[src/rtl/wdog_pkg.sv]
package wdog_pkg;
   localparam int unsigned REG_W      = 8;
   localparam int unsigned FLAG_BIT   = 7;
   localparam int unsigned IMODE_BIT  = 6;
   localparam int unsigned SEL_HI_BIT = 5;
   localparam int unsigned RUN_BIT    = 4;
   localparam int unsigned SEL_W      = 4;

   typedef struct packed {
      logic             flag;
      logic             imode;
      logic             run;
      logic [SEL_W-1:0] sel;
   } wdog_ctrl_t;
endpackage

[src/rtl/wdog_ctrl_reg.sv]
module wdog_ctrl_reg
   import wdog_pkg::*;
(
   input  logic             clk,
   input  logic             rst_n,
   input  logic             wr,
   input  logic [REG_W-1:0] wdata,
   input  logic             set_flag,
   output wdog_ctrl_t       ctrl,
   output logic [REG_W-1:0] rdata
);
   always_ff @(posedge clk) begin
      if (!rst_n) begin
         ctrl <= '0;
      end else if (wr) begin
         ctrl.imode <= wdata[IMODE_BIT];
         ctrl.run   <= wdata[RUN_BIT];
         ctrl.sel   <= {wdata[SEL_HI_BIT], wdata[2:0]};
         if (set_flag)
            ctrl.flag <= 1'b1;
         else if (wdata[FLAG_BIT])
            ctrl.flag <= 1'b0;
      end else if (set_flag) begin
         ctrl.flag <= 1'b1;
      end
   end

   always_comb begin
      rdata             = '0;
      rdata[FLAG_BIT]   = ctrl.flag;
      rdata[IMODE_BIT]  = ctrl.imode;
      rdata[SEL_HI_BIT] = ctrl.sel[3];
      rdata[RUN_BIT]    = ctrl.run;
      rdata[2:0]        = ctrl.sel[2:0];
   end
endmodule

[src/rtl/wdog_sel_decode.sv]
module wdog_sel_decode #(
   parameter int unsigned BASE_LOG2 = 11,
   parameter int unsigned NUM_CODES = 10,
   localparam int unsigned CNT_W    = BASE_LOG2 + NUM_CODES - 1
) (
   input  logic [3:0]       sel,
   input  logic [CNT_W-1:0] cnt,
   output logic             terminal
);
   localparam logic [3:0] MAX_CODE = 4'(NUM_CODES - 1);

   logic [3:0]           code_eff;
   logic [NUM_CODES-1:0] hit;

   generate
      if (NUM_CODES < 16) begin : g_clamp
         assign code_eff = (sel > MAX_CODE) ? MAX_CODE : sel;
      end else begin : g_direct
         assign code_eff = sel;
      end
   endgenerate

   for (genvar k = 0; k < NUM_CODES; k++) begin : g_hit
      assign hit[k] = &cnt[BASE_LOG2+k-1:0];
   end

   always_comb begin
      terminal = 1'b0;
      for (int k = 0; k < NUM_CODES; k++)
         if (code_eff == 4'(k)) terminal = hit[k];
   end
endmodule

[src/rtl/wdog_counter.sv]
module wdog_counter #(
   parameter int unsigned CNT_W = 20
) (
   input  logic             clk,
   input  logic             rst_n,
   input  logic             restart,
   input  logic             tick,
   input  logic             terminal,
   output logic [CNT_W-1:0] cnt,
   output logic             wrap
);
   assign wrap = !restart && tick && terminal;

   always_ff @(posedge clk) begin
      if (!rst_n)           cnt <= '0;
      else if (restart)     cnt <= '0;
      else if (wrap)        cnt <= '0;
      else if (tick)        cnt <= cnt + 1'b1;
   end
endmodule

[src/rtl/wdog_prescaled.sv]
module wdog_prescaled
   import wdog_pkg::*;
#(
   parameter int unsigned BASE_LOG2 = 11,
   parameter int unsigned NUM_CODES = 10
) (
   input  logic       clk,
   input  logic       rst_n,
   input  logic       tick_en,
   input  logic       kick,
   input  logic       reg_wr,
   input  logic [7:0] reg_wdata,
   output logic [7:0] reg_rdata,
   output logic       irq_req,
   output logic       rst_req
);
   localparam int unsigned CNT_W = BASE_LOG2 + NUM_CODES - 1;

   initial begin
      assert (BASE_LOG2 >= 1) else $error("BASE_LOG2 must be at least 1");
      assert (NUM_CODES >= 1 && NUM_CODES <= 16) else $error("NUM_CODES must be 1..16");
   end

   wdog_ctrl_t       ctrl;
   logic [CNT_W-1:0] cnt;
   logic             terminal, wrap, restart, set_flag;

   assign restart  = kick || reg_wr || !ctrl.run;
   assign set_flag = wrap && ctrl.imode;

   wdog_ctrl_reg u_reg (
      .clk(clk), .rst_n(rst_n), .wr(reg_wr), .wdata(reg_wdata),
      .set_flag(set_flag), .ctrl(ctrl), .rdata(reg_rdata)
   );

   wdog_sel_decode #(.BASE_LOG2(BASE_LOG2), .NUM_CODES(NUM_CODES)) u_dec (
      .sel(ctrl.sel), .cnt(cnt), .terminal(terminal)
   );

   wdog_counter #(.CNT_W(CNT_W)) u_cnt (
      .clk(clk), .rst_n(rst_n), .restart(restart), .tick(tick_en),
      .terminal(terminal), .cnt(cnt), .wrap(wrap)
   );

   always_ff @(posedge clk) begin
      if (!rst_n) rst_req <= 1'b0;
      else        rst_req <= wrap && !ctrl.imode;
   end

   assign irq_req = ctrl.flag && ctrl.imode;
endmodule

[config.mk]
export PLATFORM = sky130hd
export DESIGN_NAME = wdog_prescaled
export DESIGN_NICKNAME = d
export VERILOG_FILES = /design/src/rtl/wdog_pkg.sv /design/src/rtl/wdog_ctrl_reg.sv /design/src/rtl/wdog_sel_decode.sv /design/src/rtl/wdog_counter.sv /design/src/rtl/wdog_prescaled.sv
export SDC_FILE = /design/constraint.sdc
export NUM_CORES = 1
export LEC_CHECK = 0
export BUFFER_PORTS_ARGS = -buffer_cell sky130_fd_sc_hd__buf_2
export CAP_MARGIN = 30
export CORE_ASPECT_RATIO = 0.6
export CORE_MARGIN = 2
export CORE_UTILIZATION = 50
export DETAILED_ROUTE_END_ITERATION = 6
export PLACE_DENSITY = 0.85
export SYNTH_ARGS = -nofsm -noshare
export SYNTH_HDL_FRONTEND = slang
export SYNTH_SLANG_ARGS = --single-unit
[constraint.sdc]
create_clock -name clk -period 2.57 [get_ports clk]
set_clock_uncertainty 0.05 [all_clocks]
set_input_delay 0.1285 -clock clk [delete_from_list [all_inputs] [get_ports clk]]
set_output_delay 0.1285 -clock clk [all_outputs]
set_load 0.01 [all_outputs]
==> impl_metrics.toml, run 1 <==
[synth]
synth_top_flop_cell = "dfxtp_1"
yosys_warnings = 0
synth_area_leaders = "dfxtp_1, xnor2_1, nand2_1, xor2_1, mux2i_1"
ys_seq_area_frac = 0.371
async_flop_share = 0
synth_fp_nets = 183
yosys.area.top_type = "dfxtp_1"
synthesis.area_mm2 = 0.00151
syn_avg_cell_area_um2 = 8.99
yosys.cell_types.count = 41
synth_edf_count = 0
synth_cells = 168
ys_seq_elements = 28
yosysTopAreaCellShare = 0.371

[placement]
dp_cells = 233
dp_slack_ps = 32.6
hpwlAfterDp_um = 2450
dpl_cell_area_mm2 = 0.00170
gp_congestion = 0.824
port_buffers = 20

[detailed_routing]
via_per_inst = 5.39
postRouteAntennaNets = 0
drtIter0Drc = 86
dr.pass1.iters = 4
post_drt_wl_per_cell_um = 14.7
vias = 1277
drcViolationCount = 0
totalWireLength_um = 3480

[clock_tree]
clk_pin_slew_ps = 90
clock_path_buffers = 2
cts_root_buffer = "clkbuf_8"
htree_num_levels = 1
ctsHoldBuffers = 0
clock-sinks = 28
cts_tree = "built"
numCtsBuffers = 3
clk_latency_ps = 270

[final_layout]
final_nets = 212
final_cell_mix = "dfxtp_1, buf_2, nand2_1"
num_antenna_cells = 0
stdcell_count = 237
layout_commonest_cell = "dfxtp_1"
area_growth_pct = 16.9
finalInstanceArea_mm2 = 0.00177
drive_gt1_frac = 0.251

[sta]
timing.fmax_mhz = 404
hold-worst-slack_ps = 60.0
setup_ws_ps = 93.0
tns_ps = 0
finalHoldViolCount = 0
maxSlewHeadroom = 0.607
worst_slew_pin_slew_ps = 588
grt_setup_unrepaired = "no"
min_period_over_period = 0.964
period_needed_ps = 2480
drv_slew = 0
setup_viol = 0

[setup_path]
worstPathRequired_ps = 2670
crit_path_end_kind = "flip-flop"
crit_fanout = 10
path_class = "flip-flop to flip-flop"
critPathMaxStageDelay_ps = 460
cp.arrival_ps = 2580
start_kind = "flip-flop"
critPathTopFamily = "simple AND/OR/NAND/NOR gates"
slowest_stage = "or3b_2"
path_buf_inv = 0
cp_cell_sequence = "nand4_4 > nor4_4 > and2_1 > ha_1 > a21oi_1 > or3b_2 > o41ai_2 > and4_4 > nor3_1"

[grt]
grt_max_degree = 21
globalRouteOverflowTotal = 0
grt_pass1_vias = 1159
grt_pass1_wl_um = 5570
grt_antenna_before_repair = 0
grt_usage = 0.221

[floorplanning]
ioPinCount = 23
dieArea_mm2 = 0.00349
core_mm2 = 0.00287
start_util = 0.526
die_h_um = 46.6
die_w_um = 75.0
rows = 15

[flow_run]
max-cap-violations = 0

[pwr]
power-per-cell-area_mw_per_mm2 = 414
max-vdd-ir-drop_mv = 0.353
leakage_uw = 0.000736

[status]
status = "finished clean"

[worst_hold_path]
min-delay-path-class = "primary input to flip-flop"
-- kinds of logic (layout without fill, tap and decap cells) --
logic type | after synthesis | after routing | share of synthesized area
simple gates | 88 | 89 | 0.352
flops | 28 | 28 | 0.371
xor+xnor | 17 | 17 | 0.0986
compound gates | 15 | 15 | 0.0787
buf+inv | 11 | 37 | 0.0406
mux | 6 | 6 | 0.0398
fa+ha+maj | 2 | 2 | 0.0166
other cells | 1 | 1 | 0.00248
-- state kept, by name, summed over array words and instances, names as in the netlist --
register,count
u_cnt.cnt,20
rst_req,1
u_reg.ctrl,7
-- worst paths after layout --
| kind | startpoint | endpoint | slack [ps] | depth (start not counted) |
|---|---|---|---|---|
| min reg2reg | u_reg.ctrl[6] | u_reg.ctrl[6] | 450 | 2 |
| max | u_cnt.cnt[14] | u_cnt.cnt[2] | 90 | 9 |
| max reg2reg | u_cnt.cnt[14] | u_cnt.cnt[2] | 90 | 9 |
| min | reg_wdata[6] | u_reg.ctrl[5] | 60 | 3 |
-- cell type report --
class	instances	area, µm²
Tap cell	42	52.6
Multi-Input combinational cell	130	913
Clock buffer	3	41.3
Sequential cell	28	561
Timing Repair Buffer	32	190
Inverter	2	7.51
Fill cell	255	1110
-- report_power, final --
part	switching [µW]	internal (µW)	leakage [µW]	total [µW]
Combinational	26.0	24.4	0.000487	50.4
Sequential	10.5	439	0.000227	450
Clock	126	105	0.0000216	231
-- synthesized netlist by cell type (5+ instances only) --
master / instances
nor3_1: 9
nor3b_1: 5
xnor2_1: 10
mux2i_1: 6
nor2b_1: 8
nand4_1: 5
dfxtp_1: 28
nor2_1: 16
nand2_1: 18
clkbuf_1: 5
xor2_1: 7
nand3_1: 7
-- tightest hold or removal path: cells and delay by family --
family        cells  cell delay (ps)
mux               1               50
simple gates      1               90
buf+inv           1               70
-- per-layer routing --
| metal | vias up | part of all wire | track usage |
|---|---|---|---|
| li1 | 642 | - | - |
| met1 | 599 | 0.51 | 0.327 |
| met2 | 34 | 0.42 | 0.316 |
| met3 | 2 | 0.066 | 0.0613 |
| met4 | 0 | 0.0023 | 0.0500 |
| met5 | - | 0 | 0 |
-- per-stage QoR --
stage | utilization | total power (µW)
after floorplan | - | 490
after global placement | 0.592 | 506
after detailed placement | 0.592 | 508
after CTS | 0.606 | 737
after global routing | 0.615 | 768
final | 0.615 | 731
-- what timing repair did --
action,4_1_cts,5_1_grt
setup endpoints to repair,0,20
setup buffers,0,0
gates resized for setup,0,3
No activity file was read; power rests on OpenSTA's default activity.
==> run 2, diff against run 1 <==
--- a/config.mk
+++ b/config.mk
@@ -11,6 +11,7 @@
 export CORE_MARGIN = 2
 export CORE_UTILIZATION = 50
 export DETAILED_ROUTE_END_ITERATION = 6
+export GPL_TIMING_DRIVEN = 0
 export PLACE_DENSITY = 0.85
 export SYNTH_ARGS = -nofsm -noshare
 export SYNTH_HDL_FRONTEND = slang
==> impl_metrics.toml, run 2 (synthesis gave the netlist of run 1 again) <==
[status]
status = "finished clean"

[worst_hold_path]
holdPathStages = 3
min-delay-path-class = "primary input to flip-flop"
hold_path_end = "u_reg.ctrl[4]"
hp-start = "reg_wdata[4]"

[clock_tree]
clock_path_buffers = 2
cts_root_buffer = "clkbuf_8"
clk_latency_ps = 270
clock-sinks = 28
numCtsBuffers = 3
cts_tree = "built"
clk_pin_slew_ps = 90
htree_num_levels = 1

[setup_path]
reg2reg_depth = 10
crit_path_end_kind = "flip-flop"
path_class = "flip-flop to flip-flop"
start_kind = "flip-flop"
r2r_setup_slack_ps = 90
r2r-start = "u_cnt.cnt[14]"
worstPathRequired_ps = 2670
cp.arrival_ps = 2580
r2r-end = "u_cnt.cnt[8]"
crit_fanout = 10

[detailed_routing]
drcViolationCount = 0
totalWireLength_um = 3290
via_per_inst = 5.31
dr.pass1.iters = 4
postRouteAntennaNets = 0
vias = 1247
post_drt_wl_per_cell_um = 14.0
drtIter0Drc = 66

[sta]
setup_viol = 0
period_needed_ps = 2480
maxSlewHeadroom = 0.625
hold-worst-slack_ps = 58.1
min_period_over_period = 0.967
drv_slew = 0
worst_slew_pin_slew_ps = 561
finalHoldViolCount = 0
timing.fmax_mhz = 403
setup_ws_ps = 85.6

[placement]
dp_cells = 228
port_buffers = 18
dp_slack_ps = -101
gp_congestion = 0.881
hpwlAfterDp_um = 2370

[final_layout]
fill_cells = 242
stdcell_count = 235
layout_commonest_cell = "buf_2"
area_growth_pct = 20.1
num_antenna_cells = 0
regMostFlops = "u_cnt.cnt"
drive_gt1_frac = 0.290
final_cell_mix = "buf_2, nand2_1, nor2_1"
regArea_um2 = 594
largest_register_ffs = 20
final_nets = 209
multi_input_area_um2 = 922
reg.largest.list = "u_cnt.cnt (20), u_reg.ctrl (7), rst_req (1)"

[floorplanning]
rows = 15
dieArea_mm2 = 0.00349
die_w_um = 75.0
core_mm2 = 0.00287
start_util = 0.526
die_h_um = 46.6
ioPinCount = 23

[grt]
globalRouteOverflowTotal = 0
grt_max_degree = 17
grt_pass1_wl_um = 5190
grt_pass1_vias = 1097
grt_usage = 0.205
grt_antenna_before_repair = 0

[pwr]
max-vdd-ir-drop_mv = 0.237
power-per-cell-area_mw_per_mm2 = 458
leakage_uw = 0.000722

[flow_run]
max-cap-violations = 0
-- run 2: cell count changes in the layout (fill, tap and decap cells not counted), moves of 2 or more --
cell      delta
dfxtp_4      +7
buf_4        -8
clkbuf_1     +5
dfxtp_1     -13
buf_6        +2
dfxtp_2      +6
-- run 2: through the flow --
stage	setup TNS, ps	cell area (µm²)	power [µW]	utilization
floorplan	0	1510	490	-
global placement	-1150	1650	508	0.576
detailed placement	-1670	1650	510	0.576
CTS	0	1750	848	0.611
global route	-18.2	1810	868	0.632
finish	0	1810	832	0.632
-- run 2: repair_timing --
| item | CTS | global route |
|---|---|---|
| buffers inserted | 1 | 2 |
| pin swaps | 2 | 3 |
| resized for setup | 6 | 19 |
| endpoints found under the setup margin | 20 | 21 |
| hold buffers | 0 | 0 |
-- run 2: final cells by class --
type                       instances  area share
multi-input combinational        129       0.508
sequential                        28       0.328
timing repair buffer              21      0.0621
buffer                             9      0.0297
tap                               42      0.0290
clock buffer                       3      0.0228
clock inverter                     1      0.0166
inverter                           2     0.00414
-- run 2: report_power, final --
group | switching (µW) | internal (µW)
combinational | 30.9 | 26.0
sequential | 5.61 | 432
clock | 129 | 208
-- run 2: critical path: stages, from the launching register on --
cell,delay [ps]
dfxtp_4,390
nand4_4,130
nor4_4,320
and2_1,160
ha_1,160
a21oi_1,70
or3b_2,460
o41ai_2,100
and4_4,320
buf_6,150
nor3_1,60
-- run 2: how the worst max path moves through the flow --
stage | from | to | slack (ps)
after detailed placement | u_cnt.cnt[11] | u_cnt.cnt[6] | -100
after global routing | u_cnt.cnt[14] | u_cnt.cnt[8] | -7
final | u_cnt.cnt[14] | u_cnt.cnt[8] | 90
after CTS | u_cnt.cnt[0] | u_cnt.cnt[8] | 8
after global placement | u_cnt.cnt[11] | u_cnt.cnt[14] | -80
after floorplan | u_cnt.cnt[11] | u_cnt.cnt[0] | 180
-- run 2: per-layer routing --
metal | routed length, µm | track usage | vias up | share of wire
met4 | 14 | 0.0321 | 0 | 0.0043
met1 | 1740 | 0.306 | 594 | 0.53
met3 | 129 | 0.0460 | 2 | 0.039
met2 | 1410 | 0.304 | 23 | 0.43
li1 | - | - | 628 | -
met5 | 0 | 0 | - | 0
